### src/rtl/swk_pkg.sv
package swk_pkg;
    typedef enum logic [1:0] {
        ST_RUN     = 2'd0,
        ST_STOPPED = 2'd1,
        ST_SETTLE  = 2'd2
    } swk_state_e;

    localparam logic [1:0] ADDR_T1   = 2'd0;
    localparam logic [1:0] ADDR_T2   = 2'd1;
    localparam logic [1:0] ADDR_MODE = 2'd2;
    localparam logic [1:0] ADDR_CTRL = 2'd3;
endpackage

### src/rtl/swk_prescaler.sv
module swk_prescaler #(
    parameter int W = 3
) (
    input  logic clk,
    input  logic rst,
    input  logic clr,
    input  logic en,
    output logic tick
);
    logic [W-1:0] cnt_q;

    always_ff @(posedge clk) begin
        if (rst || clr) begin
            cnt_q <= '0;
        end else if (en) begin
            cnt_q <= cnt_q + 1'b1;
        end
    end

    assign tick = en && (cnt_q == {W{1'b1}});
endmodule

### src/rtl/swk_timer_chain.sv
module swk_timer_chain #(
    parameter int          TW  = 8,
    parameter logic [TW-1:0] T1P = 8'hFF,
    parameter logic [TW-1:0] T2P = 8'h01
) (
    input  logic          clk,
    input  logic          rst,
    input  logic          preset,
    input  logic          wr_t1,
    input  logic          wr_t2,
    input  logic [TW-1:0] wr_data,
    input  logic          tick,
    output logic [TW-1:0] t1,
    output logic [TW-1:0] t2,
    output logic          chain_uf
);
    localparam logic [TW-1:0] ALL1 = {TW{1'b1}};

    logic [TW-1:0] t1_q, t2_q;
    logic          t1_wrap;

    assign t1_wrap  = tick && (t1_q == '0);
    assign chain_uf = t1_wrap && (t2_q == '0);

    // stage 1: steps on prescaler ticks, reloads all ones on wrap
    always_ff @(posedge clk) begin
        if (rst || preset) begin
            t1_q <= T1P;
        end else if (wr_t1) begin
            t1_q <= wr_data;
        end else if (t1_wrap) begin
            t1_q <= ALL1;
        end else if (tick) begin
            t1_q <= t1_q - 1'b1;
        end
    end

    // stage 2: steps once per stage-1 wrap
    always_ff @(posedge clk) begin
        if (rst || preset) begin
            t2_q <= T2P;
        end else if (wr_t2) begin
            t2_q <= wr_data;
        end else if (t1_wrap) begin
            t2_q <= t2_q - 1'b1;
        end
    end

    assign t1 = t1_q;
    assign t2 = t2_q;
endmodule

### src/rtl/swk_fsm.sv
module swk_fsm
    import swk_pkg::*;
(
    input  logic       clk,
    input  logic       rst,
    input  logic       stop_req,
    input  logic       wake_evt,
    input  logic       chain_uf,
    output logic       clk_en,
    output logic       do_stop,
    output logic       do_wake,
    output logic       count_en,
    output logic       wr_ok
);
    swk_state_e state_q, state_d;

    always_comb begin
        state_d = state_q;
        unique case (state_q)
            ST_RUN: begin
                if (stop_req) state_d = ST_STOPPED;
            end
            ST_STOPPED: begin
                if (!stop_req && wake_evt) state_d = ST_SETTLE;
            end
            ST_SETTLE: begin
                if (stop_req)      state_d = ST_STOPPED;
                else if (chain_uf) state_d = ST_RUN;
            end
            default: state_d = ST_RUN;
        endcase
    end

    always_ff @(posedge clk) begin
        if (rst) state_q <= ST_RUN;
        else     state_q <= state_d;
    end

    always_comb begin
        clk_en   = 1'b0;
        count_en = 1'b0;
        wr_ok    = 1'b0;
        do_wake  = 1'b0;
        do_stop  = stop_req;
        unique case (state_q)
            ST_RUN: begin
                clk_en = 1'b1;
                wr_ok  = !stop_req;
            end
            ST_STOPPED: begin
            end
            ST_SETTLE: begin
                count_en = !stop_req;
                do_wake  = !stop_req && chain_uf;
            end
            default: begin
            end
        endcase
    end
endmodule

### src/rtl/stopwake_ctrl.sv
module stopwake_ctrl
    import swk_pkg::*;
#(
    parameter int            TW        = 8,
    parameter int            PRESC_W   = 3,
    parameter logic [TW-1:0] T1_PRESET = 8'hFF,
    parameter logic [TW-1:0] T2_PRESET = 8'h01,
    parameter logic [TW-1:0] MODE_KEEP = 8'h10
) (
    input  logic          clk,
    input  logic          rst,
    input  logic          wr_en,
    input  logic [1:0]    wr_addr,
    input  logic [TW-1:0] wr_data,
    input  logic          stop_req,
    input  logic          wake_evt,
    output logic          sys_clk_en,
    output logic [TW-1:0] rd_t1,
    output logic [TW-1:0] rd_t2,
    output logic [TW-1:0] rd_mode,
    output logic [TW-1:0] rd_ctrl
);
    localparam int CEN = TW - 1;

    logic clk_en, do_stop, do_wake, count_en, wr_ok;
    logic tick, chain_uf;
    logic wr_t1, wr_t2, wr_mode, wr_ctrl;
    logic [TW-1:0] mode_q, ctrl_q;

    assign wr_t1   = wr_ok && wr_en && (wr_addr == ADDR_T1);
    assign wr_t2   = wr_ok && wr_en && (wr_addr == ADDR_T2);
    assign wr_mode = wr_ok && wr_en && (wr_addr == ADDR_MODE);
    assign wr_ctrl = wr_ok && wr_en && (wr_addr == ADDR_CTRL);

    swk_fsm u_fsm (
        .clk      (clk),
        .rst      (rst),
        .stop_req (stop_req),
        .wake_evt (wake_evt),
        .chain_uf (chain_uf),
        .clk_en   (clk_en),
        .do_stop  (do_stop),
        .do_wake  (do_wake),
        .count_en (count_en),
        .wr_ok    (wr_ok)
    );

    swk_prescaler #(.W(PRESC_W)) u_presc (
        .clk  (clk),
        .rst  (rst),
        .clr  (do_stop),
        .en   (count_en),
        .tick (tick)
    );

    swk_timer_chain #(.TW(TW), .T1P(T1_PRESET), .T2P(T2_PRESET)) u_chain (
        .clk      (clk),
        .rst      (rst),
        .preset   (do_stop),
        .wr_t1    (wr_t1),
        .wr_t2    (wr_t2),
        .wr_data  (wr_data),
        .tick     (tick),
        .t1       (rd_t1),
        .t2       (rd_t2),
        .chain_uf (chain_uf)
    );

    always_ff @(posedge clk) begin
        if (rst) begin
            mode_q <= '0;
        end else if (do_stop) begin
            mode_q <= mode_q & MODE_KEEP;
        end else if (wr_mode) begin
            mode_q <= wr_data;
        end
    end

    always_ff @(posedge clk) begin
        if (rst) begin
            ctrl_q <= {1'b1, {(TW-1){1'b0}}};
        end else begin
            if (do_stop)      ctrl_q[CEN] <= 1'b0;
            else if (do_wake) ctrl_q[CEN] <= 1'b1;
            if (wr_ctrl)      ctrl_q[CEN-1:0] <= wr_data[CEN-1:0];
        end
    end

    assign sys_clk_en = clk_en;
    assign rd_mode    = mode_q;
    assign rd_ctrl    = ctrl_q;
endmodule

### config.mk
export PLATFORM = sky130hd
export DESIGN_NAME = stopwake_ctrl
export DESIGN_NICKNAME = d
export VERILOG_FILES = /design/src/rtl/swk_pkg.sv /design/src/rtl/swk_prescaler.sv /design/src/rtl/swk_timer_chain.sv /design/src/rtl/swk_fsm.sv /design/src/rtl/stopwake_ctrl.sv
export SDC_FILE = /design/constraint.sdc
export NUM_CORES = 1
export LEC_CHECK = 0
export ABC_AREA = 0
export CAP_MARGIN = 20
export CELL_PAD_IN_SITES_DETAIL_PLACEMENT = 1
export CELL_PAD_IN_SITES_GLOBAL_PLACEMENT = 1
export CORE_UTILIZATION = 36
export CTS_CLUSTER_SIZE = 24
export DETAILED_ROUTE_END_ITERATION = 7
export PLACE_DENSITY = 0.76
export SYNTH_ARGS = -nofsm -noshare
export SYNTH_HDL_FRONTEND = slang
export SYNTH_HIERARCHICAL = 1
export SYNTH_SLANG_ARGS = --single-unit
export TNS_END_PERCENT = 1
### constraint.sdc
create_clock -name clk -period 3.35 [get_ports clk]
set_clock_uncertainty 0.1 [all_clocks]
set_input_delay 0.5025 -clock clk [delete_from_list [all_inputs] [get_ports clk]]
set_output_delay 0.5025 -clock clk [all_outputs]
set_load 0.05 [all_outputs]
==> key figures, run 1 <==
Clock network
  • Worst-case clock buffer depth: 2
  • Post-cts resize count: 0
  • Post CTS Setup Buffer Count: 0
  • H-tree depth: 2
  • CTS sink count: 37
  • Clock-pin slew on the worst setup and hold paths: ~0.070 ns
  • CTS tree: yes
  • Worst skew pair latency: ~0.29 ns
  • Root buffer cell: clkbuf_8
  • Total CTS buffers: 5
  • Post-cts hold buffer count: 0

STA
  • Max-slew violations: 0
  • Worst slew margin: about 55%
  • Final Setup Violations: 0
  • F_max: roughly 390 MHz
  • TNS Setup: 0 ns
  • RSZ-0062 raised after global routing: no
  • Worst-Margin Slew: 0.677 ns
  • Fin crit share: between 70 and 80%
  • Tmin final: 2.53 ns
  • Worst hold slack: around 0.35 ns
  • Final Hold Fails: 0

Setup path
  • FF-to-FF setup slack: a little over 1 ns
  • Worst Path Arrival: between 2 and 3 ns
  • Crit start category: input pin
  • Worst Setup Path Type: input pin to register
  • Crit. End Element: register
  • Worst EP required: approximately 3.5 ns
  • Worst R2R Path Depth: 10
  • CP max FO: 13
  • Worst reg2reg path endpoint: rd_ctrl[7]$_SDFFE_PP1P_
  • FF-to-FF Start: u_fsm/state_q[1]$_SDFFE_PP0P_

Synthesis
  • Synthesized area: 1860 sq um
  • #FFs+latches synth: 37
  • Synth cell types: 49
  • Cell taking the most area after synthesis: dfxtp_1
  • Avg Cell Area, Syn: approximately 8.8 sq um
  • Part of the Yosys area used for sequential elements: 39.7%
  • Syn nets: approximately 230
  • Post-Syn Instances: between 200 and 250
  • Primary FF master, synth: dfxtp_1
  • Top-area cell type share of the netlist area: 39.7%
  • Synth top area cells: dfxtp_1 (40%), a21oi_1 (5.4%), mux2i_1 (4.8%)
  • Yosys synthesis warning count: 6
  • FFs w/ async S/R, synth: 0%
  • Count of flip-flops with a built-in enable after synthesis: 0

GRT
  • GRT Overall Usage: approximately 22%
  • Vias in the first global route: roughly 1700
  • First-pass GRT wire length: 8.72 mm
  • Pin count of the biggest net entering global routing: 17
  • Final global-route overflow total: 0
  • Antenna violations before repair: 0

Detailed routing
  • Drt total wl: roughly 5.5 mm
  • 1st-pass router iterations: 4
  • Routed len/inst: about 17 um
  • DRT iter0 DRCs: 91
  • Vias: roughly 1800
  • Vias per Instance: ~5.4
  • # DRC: 0
  • Post-route ant nets: 0

Hold path
  • Hold crit path type: register to register
  • Hold Path Depth: 2
  • Min-Delay Endpoint: rd_ctrl[6]$_SDFFE_PP0P_
  • HP Start: rd_ctrl[6]$_SDFFE_PP0P_

Floorplanning
  • Die Ht: between 70 and 80 um
  • CORE AREA: around 4800 sq um
  • Die area: approximately 5500 sq um
  • Io pins: between 40 and 50
  • # rows: 25
  • Die width: roughly 74 um
  • Starting Density: between 30 and 40%

Pwr
  • Pleak: 0.971 nW
  • VDD IR-drop max: 0.178 mV
  • Design Power: just under 0.0009 W
  • PD cells: roughly 350 nW/um^2

Final layout
  • # nets final: roughly 280
  • Fraction of layout cells with a size suffix above 1: around 9.9%
  • Layout area overhead: 34.2%
  • ANT cells: 0

Place
  • Buffers added on ports: 47
  • Routability cong.: 0.761
  • Detailed placement HPWL: 3.98 mm

Flow run
  • Max-cap viol count: 0

Outcome
  • Outcome: finished, final reports clean
==> placed cells by master (no fill, tap or decap), types with 6 or more instances in the layout <==
master and instances:
clkdlybuf4s50_1 47, a21oi_1 20, inv_1 6, mux2i_1 9, o21ai_0 12, buf_4 9, dfxtp_1 37, ha_1 6
nor2_1 17, nor3_1 9, clkbuf_8 6, nand2_1 20
==> kinds of logic (layout without fill, tap and decap cells) <==
family                     after synthesis  in the layout  synth area share, %
and+or+nand+nor                         83             83                 25.1
AOI/OAI and AO/OA                       52             52                 18.1
DFF                                     37             37                 39.7
buffers and inverters                   18             69                 4.97
muxes                                    9              9                 4.83
xor gates and xnor gates                 7              7                 3.29
adders and majority gates                6              6                 4.03
==> where the power goes <==
part / total [W] / leakage, nW / switching (W) / internal (W)
sequential: 0.000453 / 0.300 / 0.00000700 / 0.000446
clock: 0.000320 / 0.0443 / 0.000157 / 0.000163
combinational: 0.000103 / 0.627 / 0.0000623 / 0.0000408
==> worst max-delay path, cell delays in order <==
cell             delay (ns)
clkdlybuf4s50_1        0.42
nor3b_1                0.22
and2_2                 0.32
nor4bb_1               0.24
buf_4                  0.21
and2_1                 0.15
nand3b_1               0.09
nor3_1                 0.17
and2_1                 0.17
nor2_1                 0.04
o21bai_1               0.12
==> metrics by stage <==
| stage | worst slack, ns | util [%] | area [sq um] | std cells |
|---|---|---|---|---|
| after detailed placement | 0.510 | 49.8 | 2420 | 323 |
| after CTS | 0.800 | 51.6 | 2500 | 330 |
| after global routing | 0.586 | 51.6 | 2500 | 330 |
| after floorplan | 0.805 | - | 1860 | 212 |
| after global placement | 0.610 | 49.8 | 2420 | 323 |
| final | 0.817 | 51.6 | 2500 | 330 |
==> cell type report <==
cell class                      instances  area [sq um]
Inverter                                6          22.5
Sequential cell                        37           741
Multi-Input combinational cell        157          1030
Fill cell                             575          2350
Clock buffer                            7          86.3
Tap cell                               67          83.8
Timing Repair Buffer                   56           538
==> sequential cells by signal, summed over array words and instances (netlist names) <==
register	flops
u_presc/cnt_q	3
rd_ctrl	8
u_chain/t1	8
rd_mode	8
u_fsm/state_q	2
u_chain/t2	8
==> metal layers <==
| layer | GRT usage [%] | part of all wire, % | wire length [um] |
|---|---|---|---|
| met5 | 0 | 0 | 0 |
| met4 | 8.76 | 2.2 | 122 |
| met3 | 5.69 | 5.0 | 275 |
| met2 | 34.5 | 48 | 2620 |
| met1 | 27.9 | 45 | 2440 |
==> worst max path at each step <==
| stage | startpoint | end | slack (ns) | cells past startpoint |
|---|---|---|---|---|
| global route | stop_req | rd_ctrl[7]$_SDFFE_PP1P_ | 0.59 | 11 |
| global placement | stop_req | u_chain/t1[3]$_SDFFE_PP1P_ | 0.61 | 9 |
| detailed placement | stop_req | rd_ctrl[7]$_SDFFE_PP1P_ | 0.51 | 11 |
| CTS | stop_req | rd_ctrl[7]$_SDFFE_PP1P_ | 0.80 | 11 |
| finish | stop_req | rd_ctrl[7]$_SDFFE_PP1P_ | 0.82 | 11 |
| floorplan | stop_req | rd_ctrl[7]$_SDFFE_PP1P_ | 0.81 | 11 |
==> synth_stat cells, types with 2 or more instances <==
cell type,count
buf_6,2
buf_2,2
xnor2_1,2
clkbuf_1,4
nor4_1,2
nor3b_1,2
nor2_1,17
nand2_1,20
inv_1,6
o41ai_2,2
nor3_2,3
mux2i_1,9
dfxtp_1,37
o31ai_1,5
nor3_1,9
o21ai_0,12
and2_1,2
nor2b_1,4
a21oi_1,20
nand4_1,4
nor4bb_1,2
nand3_1,4
ha_1,6
buf_4,2
nand3b_1,2
nand4b_1,2
and4_1,2
buf_1,2
o211ai_1,2
xor2_1,5
(Power assumes the default switching activity.)
==> run 2: changes to the inputs <==
clock period = 2.35 ns   (was 3.35 ns; I/O delays follow)
==> key figures, run 2 (synthesis results as in run 1) <==
Outcome
  • Outcome: finished, final reports clean

Floorplanning
  • Die Ht: about 74 um
  • Die width: approximately 74 um
  • CORE AREA: 4850 sq um
  • Die area: between 5000 and 6000 sq um
  • Io pins: 48
  • Starting Density: 38.5%
  • # rows: 25

Setup path
  • CP top delay family: simple AND/OR/NAND/NOR gates
  • Crit start category: input pin
  • CP max FO: 4
  • Worst EP required: between 2 and 2.5 ns
  • Worst Setup Path Type: input pin to register
  • Worst path cell trace: clkdlybuf4s50_1, nor3b_2, and2_2, or4b_1, o31ai_1, o31a_1, o21ai_0
  • Crit path largest cell delay: roughly 0.5 ns
  • Crit-path slowest cell: or4b_1
  • Crit. End Element: register
  • Worst Path Arrival: approximately 2.2 ns
  • Buffers & Inverters on Critical Path: 1

GRT
  • Pin count of the biggest net entering global routing: 18
  • GRT Overall Usage: between 20 and 25%
  • Met2 usage: a little over a third
  • GR Util met3: under 10%
  • Final global-route overflow total: 0
  • Vias in the first global route: around 1800
  • M1 GR Usage: roughly 29%
  • Antenna violations before repair: 0
  • First-pass GRT wire length: approximately 8.9 mm
  • GR peak layer: met2

Flow run
  • Max-cap viol count: 0

Final layout
  • Commonest non-fill, non-tap cells in the layout: clkdlybuf4s50_1 (47), dfxtp_1 (36), nand2_1 (20), a21oi_1 (20), buf_4 (20)
  • ANT cells: 0
  • Layout area overhead: 39.4%
  • Fill count: slightly below 600
  • Fraction of layout cells with a size suffix above 1: 15.3%
  • Most common cell after layout, fill and taps aside: clkdlybuf4s50_1
  • Final core utilization: between 50% and 60%
  • # nets final: between 200 and 300

STA
  • Tmin final: roughly 2.1 ns
  • Fin crit share: about nine tenths
  • Max-slew violations: 0
  • F_max: between 400 and 500 MHz
  • RSZ-0062 raised after global routing: no
  • Worst-Margin Slew: ~0.52 ns
  • Worst slew margin: about two thirds
  • Final Setup Violations: 0
  • TNS Setup: 0 ns
  • Final worst-path setup slack: about 0.25 ns
  • Final Hold Fails: 0

Clock network
  • Post CTS Setup Buffer Count: 0
  • Total CTS buffers: 5
  • Worst skew pair latency: about 0.29 ns
  • Worst-case clock buffer depth: 2
  • Root buffer cell: clkbuf_8
  • Clock-pin slew on the worst setup and hold paths: approximately 0.08 ns
  • H-tree depth: 2
  • CTS tree: yes
  • CTS sink count: 37

Pwr
  • VDD IR-drop max: between 0.3 and 0.4 mV
  • Pleak: 1.03 nW
  • PD cells: 474 nW/um^2
  • Design Power: roughly 0.0012 W

Detailed routing
  • Routed len/inst: between 15 and 20 um
  • Post-route ant nets: 0
  • Vias: 1799
  • # DRC: 0
  • DRT iter0 DRCs: 66
  • Drt total wl: ~5.5 mm
  • 1st-pass router iterations: 4
  • Vias per Instance: around 5.3

Place
  • Pre-CTS WS: -0.117 ns
  • Buffers added on ports: between 40 and 50
  • Detailed placement HPWL: ~4.2 mm
  • Routability cong.: just under 0.8

Hold path
  • Hold crit path type: register to register
[run 2: cell count changes in the layout (fill, tap and decap cells not counted)]
cell / before / now
nor3b_1: 2 / 1
nor4bb_2: 0 / 1
clkinv_2: 0 / 2
dfxtp_2: 0 / 1
buf_4: 9 / 20
nor3_1: 9 / 8
nor3_2: 3 / 4
nor3b_2: 0 / 1
clkbuf_8: 6 / 5
dfxtp_1: 37 / 36
nor4bb_1: 2 / 1
[run 2: path summary, 6_finish.rpt]
check	slack (ns)	to	cells past startpoint	from
worst min register to register	0.37	rd_ctrl[4]$_SDFFE_PP0P_	2	rd_ctrl[4]$_SDFFE_PP0P_
worst max register to register	0.26	u_fsm/state_q[1]$_SDFFE_PP0P_	9	u_presc/cnt_q[0]$_SDFFE_PP0P_
worst min-delay path	0.37	rd_ctrl[4]$_SDFFE_PP0P_	2	rd_ctrl[4]$_SDFFE_PP0P_
worst max-delay path	0.25	u_chain/t1[5]$_SDFFE_PP1P_	7	stop_req
[run 2: routing by layer]
metal / part of all wire, % / wire, um / up-vias
li1: - / - / 884
met1: 47 / 2590 / 860
met2: 47 / 2620 / 44
met3: 4.3 / 237 / 11
met4: 1.6 / 89 / 0
met5: 0 / 0 / -
[run 2: worst reg2reg max path, cell delays in order, from the launching register on]
cell and delay, ns:
dfxtp_1 0.33, ha_1 0.20, ha_1 0.17, and2_2 0.21
nor4bb_2 0.17, and2_1 0.16, nand3b_1 0.08, nor3_1 0.05
or3b_1 0.37, a211oi_2 0.17
[run 2: timing repair]
action,in CTS,in global routing
setup endpoints to repair,0,1
hold buffers,0,0
resized for setup,0,1
[run 2: metrics by stage]
step                      hold WS, ns  std cells  instance area (sq um)
after floorplan                 0.317        212                   1870
after global placement          0.351        334                   2510
after detailed placement        0.352        334                   2510
after CTS                       0.367        342                   2590
after global routing            0.389        342                   2600
final                           0.365        342                   2600
[run 2: report_power, final]
group          total, W  internal (W)  switching, W
sequential     0.000647      0.000636     0.0000108
combinational  0.000158     0.0000653     0.0000928
clock          0.000428      0.000205      0.000223
total           0.00123      0.000907      0.000326
[run 2: layout make-up]
type | instances | area [sq um] | share of cell area [%]
sequential | 37 | 742 | 28.6
clock buffer | 6 | 72.6 | 2.79
timing repair buffer | 67 | 621 | 23.9
tap | 67 | 83.8 | 3.23
multi-input combinational | 157 | 1050 | 40.3
inverter | 6 | 22.5 | 0.867
clock inverter | 2 | 10.0 | 0.385
